[src/rtl/dual_cpu_decode_pkg.sv]
package dual_cpu_decode_pkg;
  localparam int ADDR_W  = 24;
  localparam int DATA_W  = 16;
  localparam int BOUND_W = 8;
  localparam int SLAB_W  = 3;
  localparam int SLAB_LSB = ADDR_W - SLAB_W;
  localparam int SLABS   = 1 << SLAB_W;

  typedef enum logic [1:0] {TGT_RAM = 2'd0, TGT_BOARD = 2'd1, TGT_ROM = 2'd2, TGT_STACK = 2'd3} target_e;

  // control -> datapath
  typedef struct packed {
    logic               overlay;
    logic               halted;
    logic [BOUND_W-1:0] bound;
  } ctl_to_path_t;

  // datapath -> control
  typedef struct packed {
    logic               faultReq;
    logic               ovlClr;
    logic               relOther;
    logic               boundWr;
    logic [BOUND_W-1:0] boundVal;
  } path_to_ctl_t;
endpackage

[src/rtl/slab_decode_path.sv]
module slab_decode_path
  import dual_cpu_decode_pkg::*;
#(
  parameter bit                MIRROR     = 1'b0,
  parameter logic [ADDR_W-1:0] CTRL_ADDR  = 24'h800000,
  parameter logic [ADDR_W-1:0] BOUND_ADDR = 24'h800002,
  parameter logic [SLAB_W-1:0] ROM_SLAB   = 3'd6
) (
  input  logic              strobe,
  input  logic              write,
  input  logic [ADDR_W-1:0] addr,
  input  logic [DATA_W-1:0] wdata,
  input  ctl_to_path_t      ctl,
  output path_to_ctl_t      toCtl,
  output logic [3:0]        sel,
  output logic [ADDR_W-1:0] phys
);
  logic [SLAB_W-1:0] slab;
  logic [SLABS-1:0]  slabHot;
  logic              active, ramHit, beyond, ctrlHit;
  target_e           tgt;
  logic [3:0]        tgtHot;

  assign slab   = addr[ADDR_W-1 -: SLAB_W];
  assign active = strobe && !ctl.halted;

  // 3-to-8 slab decode
  always_comb begin
    slabHot = '0;
    slabHot[slab] = 1'b1;
  end

  always_comb begin
    if (slabHot[0] && ctl.overlay)   tgt = TGT_ROM;
    else if (|slabHot[3:0])          tgt = TGT_RAM;
    else if (|slabHot[5:4])          tgt = TGT_BOARD;
    else if (slabHot[ROM_SLAB])      tgt = TGT_ROM;
    else                             tgt = TGT_STACK;
  end

  always_comb begin
    tgtHot = '0;
    tgtHot[tgt] = 1'b1;
  end

  assign ramHit = (tgt == TGT_RAM);
  assign beyond = addr[ADDR_W-1 -: BOUND_W] >= ctl.bound;

  always_comb begin
    phys = addr;
    if (tgt == TGT_ROM)
      phys = {ROM_SLAB, addr[SLAB_LSB-1:0]};
    else if (tgt == TGT_STACK && MIRROR)
      phys = {addr[ADDR_W-1 -: SLAB_W], ~addr[SLAB_LSB-1:1], addr[0]};
  end

  assign ctrlHit        = active && write && (addr == CTRL_ADDR);
  assign toCtl.faultReq = active && ramHit && beyond;
  assign toCtl.ovlClr   = ctrlHit && wdata[0];
  assign toCtl.relOther = ctrlHit && wdata[1];
  assign toCtl.boundWr  = active && write && (addr == BOUND_ADDR);
  assign toCtl.boundVal = wdata[BOUND_W-1:0];

  assign sel = (active && !toCtl.faultReq) ? tgtHot : 4'b0000;
endmodule

[src/rtl/fault_ctl.sv]
module fault_ctl
  import dual_cpu_decode_pkg::*;
#(
  parameter logic [BOUND_W-1:0] BOUND_RESET = 8'h80
) (
  input  logic         clk,
  input  logic         rstN,
  input  path_to_ctl_t fromA,
  input  path_to_ctl_t fromB,
  output ctl_to_path_t toA,
  output ctl_to_path_t toB,
  output logic         faultA,
  output logic         faultB
);
  logic               pendA, pendB, ovlA, ovlB;
  logic [BOUND_W-1:0] bound;
  logic               relA, relB, clrA, clrB;
  logic               setA, setB, pendInA, pendInB;

  assign relA = fromB.relOther;   // B frees A
  assign relB = fromA.relOther;   // A frees B
  assign clrA = faultA && relA;
  assign clrB = faultB && relB;

  // A wins a tie; a fault against a halted companion waits
  assign setA    = fromA.faultReq && !faultB;
  assign pendInA = fromA.faultReq && faultB;
  assign setB    = fromB.faultReq && !faultA && !fromA.faultReq;
  assign pendInB = fromB.faultReq && (faultA || fromA.faultReq);

  always_ff @(posedge clk) begin
    if (!rstN) begin
      faultA <= 1'b0;
      faultB <= 1'b0;
      pendA  <= 1'b0;
      pendB  <= 1'b0;
      ovlA   <= 1'b1;
      ovlB   <= 1'b1;
      bound  <= BOUND_RESET;
    end else begin
      faultA <= setA || (clrB && pendA) || (faultA && !relA);
      faultB <= setB || (clrA && pendB) || (faultB && !relB);
      pendA  <= (pendA && !clrB) || pendInA;
      pendB  <= (pendB && !clrA) || pendInB;
      if (fromA.ovlClr) ovlA <= 1'b0;
      if (fromB.ovlClr) ovlB <= 1'b0;
      if (fromA.boundWr)      bound <= fromA.boundVal;
      else if (fromB.boundWr) bound <= fromB.boundVal;
    end
  end

  assign toA = '{overlay: ovlA, halted: faultA, bound: bound};
  assign toB = '{overlay: ovlB, halted: faultB, bound: bound};
endmodule

[src/rtl/dual_cpu_decode.sv]
module dual_cpu_decode
  import dual_cpu_decode_pkg::*;
#(
  parameter logic [ADDR_W-1:0]  CTRL_ADDR   = 24'h800000,
  parameter logic [ADDR_W-1:0]  BOUND_ADDR  = 24'h800002,
  parameter logic [BOUND_W-1:0] BOUND_RESET = 8'h80
) (
  input  logic              clk,
  input  logic              rstN,
  input  logic              aStrobe,
  input  logic              aWrite,
  input  logic [ADDR_W-1:0] aAddr,
  input  logic [DATA_W-1:0] aWdata,
  input  logic              bStrobe,
  input  logic              bWrite,
  input  logic [ADDR_W-1:0] bAddr,
  input  logic [DATA_W-1:0] bWdata,
  output logic [3:0]        aSel,
  output logic [ADDR_W-1:0] aPhys,
  output logic              aBerr,
  output logic              aHalt,
  output logic              aIrq7,
  output logic [3:0]        bSel,
  output logic [ADDR_W-1:0] bPhys,
  output logic              bBerr,
  output logic              bHalt,
  output logic              bIrq7
);
  ctl_to_path_t ctlPath [2];
  path_to_ctl_t pathCtl [2];
  logic         strobeV [2];
  logic         writeV  [2];
  logic [ADDR_W-1:0] addrV  [2];
  logic [DATA_W-1:0] wdataV [2];
  logic [3:0]        selV   [2];
  logic [ADDR_W-1:0] physV  [2];
  logic faultA, faultB;

  assign strobeV = '{aStrobe, bStrobe};
  assign writeV  = '{aWrite, bWrite};
  assign addrV   = '{aAddr, bAddr};
  assign wdataV  = '{aWdata, bWdata};

  for (genvar i = 0; i < 2; i++) begin : g_cpu
    slab_decode_path #(
      .MIRROR(i == 1), .CTRL_ADDR(CTRL_ADDR), .BOUND_ADDR(BOUND_ADDR)
    ) u_path (
      .strobe(strobeV[i]), .write(writeV[i]), .addr(addrV[i]), .wdata(wdataV[i]),
      .ctl(ctlPath[i]), .toCtl(pathCtl[i]), .sel(selV[i]), .phys(physV[i])
    );
  end

  fault_ctl #(.BOUND_RESET(BOUND_RESET)) u_ctl (
    .clk(clk), .rstN(rstN), .fromA(pathCtl[0]), .fromB(pathCtl[1]),
    .toA(ctlPath[0]), .toB(ctlPath[1]), .faultA(faultA), .faultB(faultB)
  );

  assign aSel  = selV[0];
  assign bSel  = selV[1];
  assign aPhys = physV[0];
  assign bPhys = physV[1];
  assign aHalt = faultA;
  assign bHalt = faultB;
  assign aBerr = faultA || pathCtl[0].faultReq;
  assign bBerr = faultB || pathCtl[1].faultReq;
  assign bIrq7 = faultA;
  assign aIrq7 = faultB;
endmodule

[config.mk]
export PLATFORM = sky130hd
export DESIGN_NAME = dual_cpu_decode
export DESIGN_NICKNAME = d
export VERILOG_FILES = /design/src/rtl/dual_cpu_decode_pkg.sv /design/src/rtl/slab_decode_path.sv /design/src/rtl/fault_ctl.sv /design/src/rtl/dual_cpu_decode.sv
export SDC_FILE = /design/constraint.sdc
export NUM_CORES = 1
export LEC_CHECK = 0
export ABC_AREA = 0
export CAP_MARGIN = 5
export CORE_MARGIN = 2
export CORE_UTILIZATION = 35
export DETAILED_ROUTE_END_ITERATION = 10
export GPL_TIMING_DRIVEN = 0
export PLACE_DENSITY = 0.95
export SYNTH_ARGS = -nofsm -noshare
export SYNTH_HDL_FRONTEND = slang
export SYNTH_SLANG_ARGS = --single-unit
[constraint.sdc]
create_clock -name clk -period 2.76 [get_ports clk]
set_input_delay 0.276 -clock clk [delete_from_list [all_inputs] [get_ports clk]]
set_output_delay 0.276 -clock clk [all_outputs]
set_load 0.02 [all_outputs]
Word level (Yosys, flattened, before mapping)

Cells that the tools add are included.

Bits of input ports: 86
Flip-flop bits (word level): 14
Output and inout port bits: 62
Word-level logic and storage cells: 108

Reductions and logical operators: 60
Bitwise logic cells: 1
Multiplexer cells: 23
Equal/unequal tests: 7
$lt $le $gt $ge: 10

Operator list:

| operator             | number |
|---|---|
| $eq 24x24->1 const B | 4 |
| $mux 24              | 2 |
| $logic_and 1x1->1    | 37 |
| $mux 21              | 1 |
| $not 20->20          | 1 |
| $ge 8x8->1           | 2 |
| $mux 8               | 2 |
| $mux 2               | 6 |
| $logic_not 1->1      | 8 |
| $logic_or 1x1->1     | 8 |
| $lt 3x4->1 const B   | 2 |
| $mux 4               | 2 |
| $reduce_or 4->1      | 2 |
| $demux 1 s3          | 2 |
| $eq 2x2->1 const B   | 3 |
| $ge 3x1->1 const B   | 2 |
| $lt 2x3->1 const B   | 2 |
| $mux 1               | 6 |
| $demux 1 s2          | 2 |
| $ge 2x1->1 const B   | 2 |
| $logic_not 2->1      | 2 |
| $reduce_or 2->1      | 2 |
| $reduce_bool 2->1    | 1 |

Logic depth before layout (Yosys ltp)

Gate-level depths: netlist of the first run.

Word-level depth: 15
Mapped depth: 8
Depth with buffers taken out: 8

By module

Synthesis of the first run repeated with hierarchy kept, for this count alone.

Cell total of the unflattened synthesis: 241
Area, all modules: 1975.6 um^2

Modules (own cells, without submodules):

| module                              | instances | cells each | sequential area each (um^2) | area an instance (um^2) |
|---|---|---|---|---|
| fault_ctl                           | 1         | 71         | 280.3                       | 693.2 |
| slab_decode_path at g_cpu[1].u_path | 1         | 84         | 0.0                         | 638.1 |
| slab_decode_path at g_cpu[0].u_path | 1         | 82         | 0.0                         | 616.8 |
| dual_cpu_decode                     | 1         | 4          | 0.0                         | 27.5 |

Least setup slack after synthesis of the first run

OpenSTA, ideal clock, no wires.

Path type: input-to-output
From: input port bAddr[16]
To: output port bSel[0]
Stages: 6
Buffers on the path: 0
Path slack: 141 ps
Data arrival time: 2343 ps
Required time: 2484 ps
Path through: inv_1 -> ha_1 -> nand2b_1 -> a2111oi_0 -> o31ai_1 -> a2111oi_0

Cells in the longest elaborated chain, start to end: 5

Ends and longest elaborated chain:

| what               | RTL line               | source |
|---|---|---|
| start: declaration | dual_cpu_decode.sv:16  | `input logic [ADDR_W-1:0] bAddr,` |
| $ge 8x8->1         | slab_decode_path.sv:47 | `assign beyond = addr[ADDR_W-1 -: BOUND_W] >= ctl.bound;` |
| $logic_and 1x1->1  | slab_decode_path.sv:58 | `assign toCtl.faultReq = active && ramHit && beyond;` |
| $logic_not 1->1    | slab_decode_path.sv:64 | `assign sel = (active && !toCtl.faultReq) ? tgtHot : 4'b0000;` |
| $logic_and 1x1->1  | slab_decode_path.sv:64 |  |
| $mux 4             | slab_decode_path.sv:64 |  |
| end: declaration   | dual_cpu_decode.sv:23  | `output logic [3:0] bSel,` |

No other way between the ends.

Worst setup path in the final report of the first run

Same ends and word-level chain as after synthesis.

==> run metrics, run 1 <==
outcome finished clean; CTS sink count 14; cells on worst reg2reg path 6; CTS H-tree lvls 1; reg-to-reg setup timing slack 710 ps; Switching Fraction about a third; Flop pwr share 25.3%; Layout area overhead 83.03%; Worst Hold Class primary input to flip-flop; Power per Cell Area 254.7 mW/mm²; DR DRC count 0; P_int 551.0 µW; die area 0.005617 mm²; cells after synthesis 220; Period minus WS final 2665 ps; FP Rows 25; Hold EP u_ctl.ovlA; Final ANT Viol Nets 0; P_leak 1.315 nW; Crit Path Class primary input to output port; Final Hold Vio Count 0; Largest stage delay, worst path 520 ps; clock network fraction of design power 20.0%; HPWL after DPL 5.068 mm; IO Port Bufs 130; final instance area approximately 0.0032 mm²; synthesis warning total 0; clk_skew ~3.9 ps; first-pass GRT wire length 9.377 mm; relative slew slack 69.39%; via count between 2000 and 2500; largest net degree at the start of global routing 11; CP cell instances clkdlybuf4s50_1 -> inv_1 -> ha_1 -> nand2b_1 -> a2111oi_1 -> o31ai_1 -> a2111oi_1 -> buf_2; Placed Instance Area about 0.0031 mm²; maximum clock frequency approximately 0.38 GHz; CP Capture Type output port; Worst path slowest cell clkdlybuf4s50_1; syn nets 322; die width 74.95 µm; R2R Path End u_ctl.bound[4]; Total GRT Usage between 20% and 30%; min-delay src rstN; share of cells above drive strength 1 14.73%; Worst Tran Pin Value 455.2 ps; Sw Pwr approximately 270 µW; Buf/Inv on CP 3; Max Buffers Root-to-Sink 2; worst hold path depth 2; nets@finish about 460; Power Total around 800 µW; Worst VDD drop 0.2676 mV; GRT Residual Overflow 0; clk_lat worst skew 250 ps; clock root buffer clkbuf_8; Synth Area per Inst between 8 and 9 µm²; CTS tree built; critical path fanouts, max 3; period utilization a little under 100%; hold buffers post-CTS 0; core box area 0.004786 mm²; initial antenna violation count 0; data arrival time of the worst path 2390 ps; Post-CTS Setup Bufs 0; Req. time, crit path 2480 ps; WL per Instance 14.32 µm; Layout Cells excl Fill 420; vias in the first global route 2099; fin. max-slew vios 0; Worst setup SP type primary input; Final GP Congestion 0.8219; Via-to-Cell Ratio 5.002; critical path's most frequent cell a2111oi_1; # IOs about 150; reg-to-reg critical path startpoint u_ctl.faultA; Final setup violation count 0; antenna cell count 0; Die Y-Extent 74.95 µm; setup TNS 0 ps; max-capacitance violation count 0; final wirelength 6.013 mm; clock slew at reported path FFs 50 ps; CP top delay family compound AO/OA/AOI/OAI gates; Iter 0 DRT Violations 85; number of synthesized register bits 14; Cells after DPL 417; Combinational Power Share 54.7%; Unique masters post-synth 49; cell area after synthesis around 0.0018 mm²; DRT Pass-1 Iters 4; Starting Density 36.81%; CTS Buf Count 3; sequential area share after synthesis 15.91%
## cell usage after synthesis (all sizes together)
library cell,n,share of area [%]
nor4b,2,1.3
and3b,1,0.50
a31oi,2,0.71
nor3b,1,0.43
nand3b,3,1.3
a21bo,1,0.57
a21o,5,2.1
nor2,9,1.9
a211oi,8,4.0
o31ai,3,1.3
clkbuf,5,1.2
xnor2,20,9.9
nor3,13,4.3
o22ai,1,0.36
o211ai,1,0.43
a21oi,8,2.3
dfxtp,14,16
o21a,4,1.7
a2111oi,3,1.5
nand4,4,1.4
o21bai,1,0.43
inv,15,3.2
nand2b,4,1.4
mux2i,5,2.8
or4,3,1.7
buf,27,11
nor4,9,4.4
nor2b,2,0.71
nand3,9,3.1
and3,2,0.71
o21ai,2,0.57
o311ai,1,0.50
or3,1,0.36
a21boi,1,0.43
ha,16,11
and4,2,1.1
nand2,12,2.7
## worst max-delay path by stage
stage | to | cells past startpoint | slack (ps) | start
after global routing | bSel[0] | 8 | -0.3 | bAddr[16]
after floorplan | bSel[0] | 6 | 140 | bAddr[16]
after detailed placement | aSel[3] | 10 | -630 | aAddr[16]
after CTS | aSel[3] | 10 | -50 | aAddr[16]
final | bSel[0] | 8 | 100 | bAddr[16]
after global placement | aSel[3] | 10 | -570 | aAddr[16]
## area by class of cell
type	count	area (µm²)
Fill cell	382	1562
Timing Repair Buffer	130	1287
Multi-Input combinational cell	159	1252
Sequential cell	14	280.3
Buffer	32	222.7
Tap cell	67	83.83
Inverter	15	56.30
Clock buffer	3	41.29
## per-layer routing
metal  track usage (%)  up-vias  part of all wire (%)
met5                 0        -                     0
met4             7.540        0                   1.3
met3             4.284        8                   9.3
met2             39.67       98                    50
met1             24.09      946                    39
li1                  -     1049                     -
## cells by family after synthesis
| logic type | share of synthesized area [%] |
|---|---|
| simple gates | 27.41 |
| buf+inv | 15.70 |
| compound gates | 16.83 |
| xor+xnor | 9.943 |
| fa+ha+maj | 11.36 |
| flops | 15.91 |
| mux | 2.841 |
## sequential cells by signal, summed over array words and instances (netlist names)
register / cells
u_ctl.faultB: 1
u_ctl.ovlA: 1
u_ctl.pendA: 1
u_ctl.bound: 8
u_ctl.faultA: 1
u_ctl.ovlB: 1
u_ctl.pendB: 1
## cells in the final DEF (no fill, tap or decap), types with 5 or more instances in the layout
| master | Yosys | routed |
|---|---|---|
| nand3_1 | 7 | 7 |
| dfxtp_1 | 14 | 14 |
| nor4_1 | 7 | 7 |
| buf_4 | 24 | 25 |
| nand2_1 | 11 | 11 |
| inv_1 | 15 | 15 |
| nor2_1 | 9 | 9 |
| xnor2_1 | 20 | 20 |
| a21o_1 | 5 | 5 |
| clkdlybuf4s50_1 | 0 | 123 |
| nor3_1 | 12 | 11 |
| ha_1 | 16 | 16 |
| a211oi_1 | 6 | 6 |
| mux2i_1 | 5 | 5 |
| a21oi_1 | 8 | 7 |
## metrics by stage
step                      hold WS, ps  utilization (%)  setup WS [ps]
after CTS                       351.3            66.77         -45.82
after detailed placement        471.5            65.75         -626.2
after global routing            369.1            67.37        -0.2618
after floorplan                 418.9                -          140.7
after global placement          452.8            65.75         -574.0
final                           350.8            67.37          95.35
## power groups by stage
stage	Clock, mW	Combinational (mW)	Sequential (mW)
after floorplan	0	0.192	0.213
after global placement	0	0.435	0.212
after detailed placement	0	0.444	0.212
after CTS	0.166	0.446	0.208
after global routing	0.177	0.479	0.208
final	0.165	0.449	0.208
## repair_timing
| item | in CTS | in global routing |
|---|---|---|
| resized for setup | 20 | 9 |
| pin swaps | 3 | 2 |
| setup endpoints to repair | 6 | 20 |
Power figures use the tool's default switching activity.
==> inputs of run 2 (changes only) <==
Clock period 2.76 ns to 3.35 ns, I/O delays scaled along.
==> run 2 against run 1 <==
- count of clock-buffer cells in the layout unchanged
- sequential power down 18%
- total power down 18%
- critical path depth up 1
- sequential share of layout area up 0.071 points
- combinational power down 18%
- clock skew down 2.4 ps
- sequential cell count unchanged
- critical path type unchanged
==> run metrics, run 2 (synthesized netlist as in run 1, its figures left out) <==
reg-to-reg setup timing slack 1320 ps (was 710 ps); largest net degree at the start of global routing 11 (unchanged); final core utilization 66.82% (was 67.37%); core box area 0.004786 mm² (unchanged); clock root buffer clkbuf_8 (unchanged); fin. max-slew vios 0 (unchanged); Sw Pwr 219.3 µW (was 270.3 µW); R2R Path End u_ctl.bound[4] (unchanged); Combinational Power Share 54.5% (was 54.7%); RSZ-0062 raised after global routing false; outcome finished clean (unchanged); antenna cell count 0 (unchanged); Starting Density 36.81% (unchanged); final wirelength 5.908 mm (was 6.013 mm); Worst VDD drop 0.2214 mV (was 0.2676 mV); CP Capture Type output port (unchanged); Buf/Inv on CP 4 (was 3); nets@finish 457 (unchanged); max-capacitance violation count 0 (unchanged); Die Y-Extent 74.95 µm (unchanged); Period minus WS final 3130 ps; cells on worst reg2reg path 6 (unchanged); Placed Instance Area 0.003147 mm² (unchanged); Final GP Congestion 0.8219 (unchanged); clock slew at reported path FFs 50 ps (about the same); clk_skew 1.537 ps (was 3.934 ps); Worst Hold Class primary input to flip-flop (unchanged); share of cells above drive strength 1 13.03% (was 14.73%); Iter 0 DRT Violations 65 (was 85); CTS Buf Count 3 (unchanged); Final ANT Viol Nets 0 (unchanged); GRT Residual Overflow 0 (unchanged); clk_lat worst skew 240 ps (was 250 ps); Final setup violation count 0 (unchanged); Critical Path Stages 9 (was 8); Worst Slack Setup Final 220.1 ps (was 95.35 ps); Max Buffers Root-to-Sink 2 (unchanged); data arrival time of the worst path 2790 ps (was 2390 ps); crit path capture aBerr (was bSel[0]); largest reg by FF count u_ctl.bound (unchanged); Crit. Startpoint aAddr[16] (was bAddr[16]); die width 74.95 µm (unchanged); Largest stage delay, worst path 550 ps (was 520 ps); via count 2097 (was 2101); Worst Tran Pin Value 656.1 ps (was 455.2 ps); Power Total 673.3 µW (was 821.4 µW); CTS tree built (unchanged); reg-to-reg critical path startpoint u_ctl.faultA (unchanged); Final Hold Slack 411.5 ps (was 350.8 ps); Worst setup SP type primary input (unchanged); most frequent cells in the layout clkdlybuf4s50_1, buf_4, xnor2_1 (unchanged); critical path fanouts, max 4 (was 3); P_leak 1.301 nW (was 1.315 nW); Switching Fraction 32.57% (was 32.91%); CTS sink count 14 (unchanged); relative slew slack 56.26% (was 69.39%); die area 0.005617 mm² (unchanged); DRT Pass-1 Iters 4 (unchanged); Final Hold Vio Count 0 (unchanged); vias in the first global route 2103 (was 2099); Crit Path Class primary input to output port (unchanged); Layout area overhead 81.53% (was 83.03%); clock network fraction of design power 20.1% (was 20.0%); Req. time, crit path 3010 ps (was 2480 ps); Total GRT Usage 21.28% (was 21.39%); Worst path slowest cell clkdlybuf4s50_1 (unchanged); WL per Instance 14.07 µm (was 14.32 µm); initial antenna violation count 0 (unchanged); HPWL after DPL 5.068 mm (unchanged); final instance area 0.003198 mm² (was 0.003224 mm²); most common cell after layout, fill and taps aside clkdlybuf4s50_1 (unchanged); first-pass GRT wire length 9.328 mm (was 9.377 mm); # IOs 148 (unchanged); FP Rows 25 (unchanged); pre-CTS setup slack -154.2 ps (was -626.2 ps); CP top delay family buffers and inverters (was compound AO/OA/AOI/OAI gates); Flop pwr share 25.4% (was 25.3%); CP cell instances clkdlybuf4s50_1 -> inv_1 -> ha_1 -> nand2b_1 -> a2111oi_2 -> o311ai_2 -> a21oi_1 -> inv_1 -> clkdlybuf4s50_1 (was clkdlybuf4s50_1 -> inv_1 -> ha_1 -> nand2b_1 -> a2111oi_1 -> o31ai_1 -> a2111oi_1 -> buf_2); P_int 454.0 µW (was 551.0 µW); period utilization 93.43%; CTS H-tree lvls 1 (unchanged); Post-CTS Setup Bufs 0 (unchanged); maximum clock frequency around 0.32 GHz; max FFs per register 8 (unchanged); Power per Cell Area 210.5 mW/mm² (was 254.7 mW/mm²); hold buffers post-CTS 0 (unchanged); IO Port Bufs 130 (unchanged); DR DRC count 0 (unchanged); Via-to-Cell Ratio 4.993 (was 5.002)
[run 2: stage by stage]
stage,TNS [ps],std cells
3_3_place_gp,-133.7,417
2_1_floorplan,0,220
3_5_place_dp,-221.5,417
6_report,0,420
4_1_cts,0,420
5_1_grt,0,420
[run 2: how the worst min path moves through the flow]
stage	end	depth (start not counted)	start
floorplan	u_ctl.ovlA	2	u_ctl.ovlA
global placement	u_ctl.pendB	2	u_ctl.pendB
detailed placement	u_ctl.pendB	2	u_ctl.pendB
CTS	u_ctl.ovlA	2	rstN
global route	u_ctl.ovlB	2	rstN
finish	u_ctl.ovlA	2	rstN
[run 2: area by class of cell]
| cell class | count | area (µm²) |
|---|---|---|
| tap | 67 | 83.83 |
| multi-input combinational | 159 | 1219 |
| fill | 384 | 1588 |
| sequential | 14 | 280.3 |
| clock buffer | 3 | 41.29 |
| buffer | 32 | 220.2 |
| inverter | 15 | 56.30 |
| timing repair buffer | 130 | 1297 |
[run 2: what timing repair did]
action / in CTS / in global routing
resized for setup: 2 / 7
pin swaps: 1 / 0
setup endpoints to repair: 2 / 3
[run 2: per-layer routing]
layer  wire length, µm  part of all wire [%]  track usage, %
met1              2317                    39           23.68
met2              2937                    50           39.57
met3               556                   9.4           4.418
met4                97                   1.6           7.738
met5                 0                     0               0
[run 2: power by group through the flow]
stage | logic (mW) | clock network [mW] | registers [mW]
6_report | 0.367 | 0.136 | 0.171
5_1_grt | 0.392 | 0.146 | 0.171
4_1_cts | 0.367 | 0.137 | 0.171
3_5_place_dp | 0.366 | 0 | 0.175
3_3_place_gp | 0.359 | 0 | 0.174
2_1_floorplan | 0.158 | 0 | 0.175
